`src/rtl/adc_serial_front.sv`:
```
module adc_serial_front #(
  parameter int DATA_W      = 14,
  parameter int SUB_W       = 2,
  parameter int SAMPLE_EDGE = 6,
  parameter int WIDE_EXTRA  = 8,
  parameter int SYNC_STAGES = 2
) (
  input  logic              clk,
  input  logic              rst_n,
  input  logic              sclk,
  input  logic              cs_n,
  input  logic              din,
  input  logic              wide_sel,
  input  logic [DATA_W-1:0] conv_data,
  input  logic [SUB_W-1:0]  conv_sub,
  output logic              dout,
  output logic              dout_oe,
  output logic [2:0]        cfg_chan,
  output logic [1:0]        cfg_scan,
  output logic [1:0]        cfg_pd,
  output logic              cfg_intclk,
  output logic [2:0]        act_chan,
  output logic              chan_stb,
  output logic              sample_stb,
  output logic              busy,
  output logic              abort,
  output logic [1:0]        pd_state
);

  localparam int CMD_W   = 8;
  localparam int OUT_W   = DATA_W + SUB_W;
  localparam int CNT_W   = $clog2(CMD_W + WIDE_EXTRA + OUT_W + 4);
  localparam logic [CNT_W-1:0] CNT_MAX = '1;

  logic [SYNC_STAGES-1:0] sclk_sy, cs_sy, din_sy;
  logic sclk_q, cs_q;
  logic [CNT_W-1:0] rcnt;
  logic [CMD_W-1:0] cmd, cmd_sh;
  logic [OUT_W-1:0] res, osr;

  wire sclk_s = sclk_sy[SYNC_STAGES-1];
  wire cs_s   = cs_sy[SYNC_STAGES-1];
  wire din_s  = din_sy[SYNC_STAGES-1];
  wire rise   = sclk_s & ~sclk_q;
  wire fall   = ~sclk_s & sclk_q;

  wire [CNT_W-1:0] samp_edge = wide_sel ? CNT_W'(SAMPLE_EDGE + WIDE_EXTRA) : CNT_W'(SAMPLE_EDGE);
  wire [CNT_W-1:0] first_out = wide_sel ? CNT_W'(CMD_W + WIDE_EXTRA) : CNT_W'(CMD_W);
  wire [CNT_W-1:0] frame_len = first_out + CNT_W'(OUT_W);

  assign {cfg_chan, cfg_scan, cfg_pd, cfg_intclk} = cmd;
  assign dout_oe = ~cs_s;
  assign dout    = osr[OUT_W-1] & ~cs_s;

  always_ff @(posedge clk or negedge rst_n) begin
    if (!rst_n) begin
      sclk_sy    <= '0;
      cs_sy      <= '1;
      din_sy     <= '0;
      sclk_q     <= 1'b0;
      cs_q       <= 1'b1;
      rcnt       <= '0;
      cmd        <= 8'h06;
      cmd_sh     <= '0;
      res        <= '0;
      osr        <= '0;
      act_chan   <= '0;
      chan_stb   <= 1'b0;
      sample_stb <= 1'b0;
      busy       <= 1'b0;
      abort      <= 1'b0;
      pd_state   <= 2'b11;
    end else begin
      sclk_sy    <= {sclk_sy[SYNC_STAGES-2:0], sclk};
      cs_sy      <= {cs_sy[SYNC_STAGES-2:0], cs_n};
      din_sy     <= {din_sy[SYNC_STAGES-2:0], din};
      sclk_q     <= sclk_s;
      cs_q       <= cs_s;
      chan_stb   <= 1'b0;
      sample_stb <= 1'b0;
      abort      <= 1'b0;
      if (cs_s) begin
        rcnt <= '0;
        osr  <= '0;
        busy <= 1'b0;
        if (!cs_q) begin
          abort    <= busy;
          pd_state <= cmd[2:1];
        end
      end else begin
        if (rise && rcnt != CNT_MAX) begin
          rcnt   <= rcnt + 1'b1;
          cmd_sh <= {cmd_sh[CMD_W-2:0], din_s};
          if (rcnt == '0) busy <= 1'b1;
          if (rcnt == CNT_W'(2)) begin
            act_chan <= {cmd_sh[1:0], din_s};
            chan_stb <= 1'b1;
          end
          if (rcnt == CNT_W'(CMD_W - 1)) cmd <= {cmd_sh[CMD_W-2:0], din_s};
        end
        if (fall && busy) begin
          if (rcnt == samp_edge) begin
            res        <= {conv_data, conv_sub};
            sample_stb <= 1'b1;
          end
          if (rcnt == first_out) osr <= res;
          else                   osr <= {osr[OUT_W-2:0], 1'b0};
          if (rcnt == frame_len) busy <= 1'b0;
        end
      end
    end
  end

endmodule


```
`config.mk`:
```
export PLATFORM = sky130hd
export DESIGN_NAME = adc_serial_front
export DESIGN_NICKNAME = d
export VERILOG_FILES = /design/src/rtl/adc_serial_front.sv
export SDC_FILE = /design/constraint.sdc
export NUM_CORES = 1
export LEC_CHECK = 0
export ABC_AREA = 1
export BUFFER_PORTS_ARGS = -buffer_cell sky130_fd_sc_hd__buf_2
export CORE_UTILIZATION = 50
export DETAILED_ROUTE_END_ITERATION = 6
export PLACE_DENSITY = 0.71
export RECOVER_POWER = 25
export SYNTH_ARGS = -nofsm -noshare
export SYNTH_HDL_FRONTEND = slang
export SYNTH_SLANG_ARGS = --single-unit
```
`constraint.sdc`:
```
create_clock -name clk -period 2.2 [get_ports clk]
set_input_delay 0 -clock clk [delete_from_list [all_inputs] [get_ports clk]]
set_output_delay 0 -clock clk [all_outputs]
set_load 0.05 [all_outputs]
```
==> results.md <==
- Run status: finished, violations left
- Failing checks: max-capacitance violations, max-slew violations
- Max Clk Rate: around 570 MHz
- Clock Latency Late Sink: ~0.34 ns
- Buffers on Ports: 40
- RSZ-0062 raised after global routing: no
- DRT Wirelength: 6290 um
- Core Area: 0.00603 mm^2
- Die area: 0.00665 mm^2
- Final setup fails: 0
- CTS Sinks: 70
- Final TNS setup: 0 ns
- Area contributors post-synth: dfrtp_1, nand2_1, nand3_1, dfstp_2, inv_1
- 1st-iter DRT viols: about 170
- Fin. max-slew vios: 30
- Initial antenna violation count: 0
- Post-CTS Setup Bufs: 0
- Commonest cells after routing, fill and taps aside: nand2_1, dfrtp_1, nand3_1, inv_1, buf_2
- Maxcap violations: 1
- I/O pins: 41
- Clock buffer count from CTS: 9
- Nets: 472
- Final Hold Fails: 0
- Post-synthesis cell count: around 380
- Via Count: 2555
- R2R Setup Slk: 0.45 ns
- Most common cell after layout, fill and taps aside: nand2_1
- Hold Path Origin: wide_sel
- First-pass GRT wire length: between 10000 and 15000 um
- Hold WS: about 0.12 ns
- Clock Skews: 0.00559 ns
- CP Max Fanout: 17
- CTS resizes: 0
- Largest net degree at the start of global routing: 42
- Remaining antenna violation count: 0
- WL met3: 278 um
- Yosys reg bits: 70
- Area grow syn2layout: 22.7%
- Worst vdd ir: 0.489 mV
- Clock buffer depth: 2
- Top cell type's share of synthesized area: 49.8%
- Setup crit start: rcnt[0]
- Metal-1 WL: 3070 um
- Share of cells above drive strength 1: 18.1%
- Vias in the first global route: 2403
- Startpoint types: flop
- Post-synthesis cell area: about 0.0032 mm^2
- Routed wl met2: 2880 um
- Leakage: 2.13 nW
- Hold-critical path depth: 5
- Cell area power density: 738 mW/mm^2
- Terminus of the critical flop-to-flop path: osr[13]
- Clk root buf: clkbuf_8
- HPWL after DPL: roughly 4200 um
- Wire length per cell: 11.9 um
- H-tree levels: 3
- R2R depth: 8
- Critical path required time: 2.48 ns
- Final min period: between 1.5 and 2 ns
- Total power draw: 2.87 mW
- R2R Path Start: rcnt[0]
- Post-Syn Area per Cell: 8.31 um^2
- Critical path type: reg -> reg
- Worst hold-check path type: in -> reg
- Die Ht: 81.6 um
- Synth Warn #: 0
- Crit share post-route: about four fifths
- Synthesized Nets: between 400 and 500
- Worst Hold End: busy
- Vias per cell: 4.85
- Count of different cell masters after synthesis: 27
- Total congestion overflow: 0
- Die Wd: 81.6 um
- Worst-path clk slew: about 0.07 ns
- # DRC: 0
- Initial Util: between 50 and 60%
- RePlAce Congestion: between 0.8 and 0.9
- Yosys top cell by area: dfrtp_1
- Slew Limit Headroom: -10.0%
- Top Layer Used: met4
- # hold bufs at CTS: 20
- Site Rows: 28
- Ant diodes: 0
- TritonCTS clock tree: yes
- Worst Tran Pin Value: 1.65 ns
- Sequential area share after synthesis: 55.6%
- CP arrival: 2.02 ns
- GRT Util Overall: 21.8%
- Worst setup EP type: flop
- Drt first pass iters: 4
- Fillers: 540
==> stage by stage <==
stage | util [%] | std cells | worst slack, ns | cell area, um^2
2_1_floorplan | - | 381 | 0.612 | 3170
3_3_place_gp | 57.1 | 491 | 0.529 | 3440
3_5_place_dp | 57.1 | 491 | 0.473 | 3440
4_1_cts | 64.5 | 527 | 0.458 | 3890
5_1_grt | 64.5 | 527 | 0.239 | 3880
6_report | 64.5 | 527 | 0.455 | 3880
==> cells by family after synthesis <==
family                     share of synthesized area (%)
muxes                                              0.711
AOI/OAI and AO/OA                                   2.45
and+or+nand+nor                                     31.4
buffers and inverters                               8.66
DFF                                                 55.6
adders and majority gates                           1.19
==> layer usage <==
metal,vias to the layer above,track usage [%]
li1,1302,-
met4,0,7.02
met1,1184,30.1
met2,63,33.6
met5,-,0
met3,6,5.56
==> power breakdown <==
part           switching [mW]  leakage [nW]  internal [mW]
registers              0.0362         0.933           1.34
logic                   0.149          1.07         0.0853
clock network           0.473         0.120          0.787
total                   0.658          2.13           2.21
==> critical path: stages, from the launching register on <==
cell,delay (ns)
dfrtp_1,0.42
inv_1,0.15
ha_1,0.18
nand2_1,0.09
nor2_4,0.38
nand2_4,0.21
nand2_1,0.12
nand3_1,0.08
nand2_1,0.06
==> worst max path at each step <==
stage | to | slack [ns] | depth (start not counted)
after global placement | cmd_sh[6] | 0.53 | 7
after detailed placement | osr[13] | 0.47 | 8
after CTS | osr[13] | 0.46 | 8
final | osr[13] | 0.45 | 8
after floorplan | res[6] | 0.61 | 6
after global routing | rcnt[3] | 0.24 | 2
==> area by class of cell <==
class / instances / area, um^2 / share of cell area (%)
multi-input combinational: 248 / 1130 / 29.1
sequential: 70 / 1760 / 45.3
timing repair buffer: 66 / 454 / 11.7
clock inverter: 5 / 106 / 2.74
inverter: 52 / 196 / 5.06
clock buffer: 11 / 141 / 3.64
tap: 75 / 93.8 / 2.42
==> Yosys cell counts <==
cell	count
a21oi_1	3
buf_2	5
buf_4	2
buf_6	3
clkbuf_1	1
clkinv_2	1
dfrtp_1	63
dfstp_2	7
ha_1	3
inv_1	47
inv_2	4
mux2_2	2
nand2_1	156
nand2_2	3
nand2_4	1
nand3_1	48
nand4_1	4
nor2_1	11
nor2_2	2
nor2_4	1
nor2_8	1
nor4_4	1
o21ai_0	6
o21ai_1	3
o21bai_2	1
o22ai_1	1
or2_2	1
==> state kept, by name, summed over array words and instances (netlist names), 2 cells and up <==
register	flops
din_sy	2
cs_sy	2
rcnt	6
cmd_sh	7
act_chan	3
osr	16
pd_state	2
sclk_sy	2
cmd	8
res	16
Power figures use the tool's default switching activity.
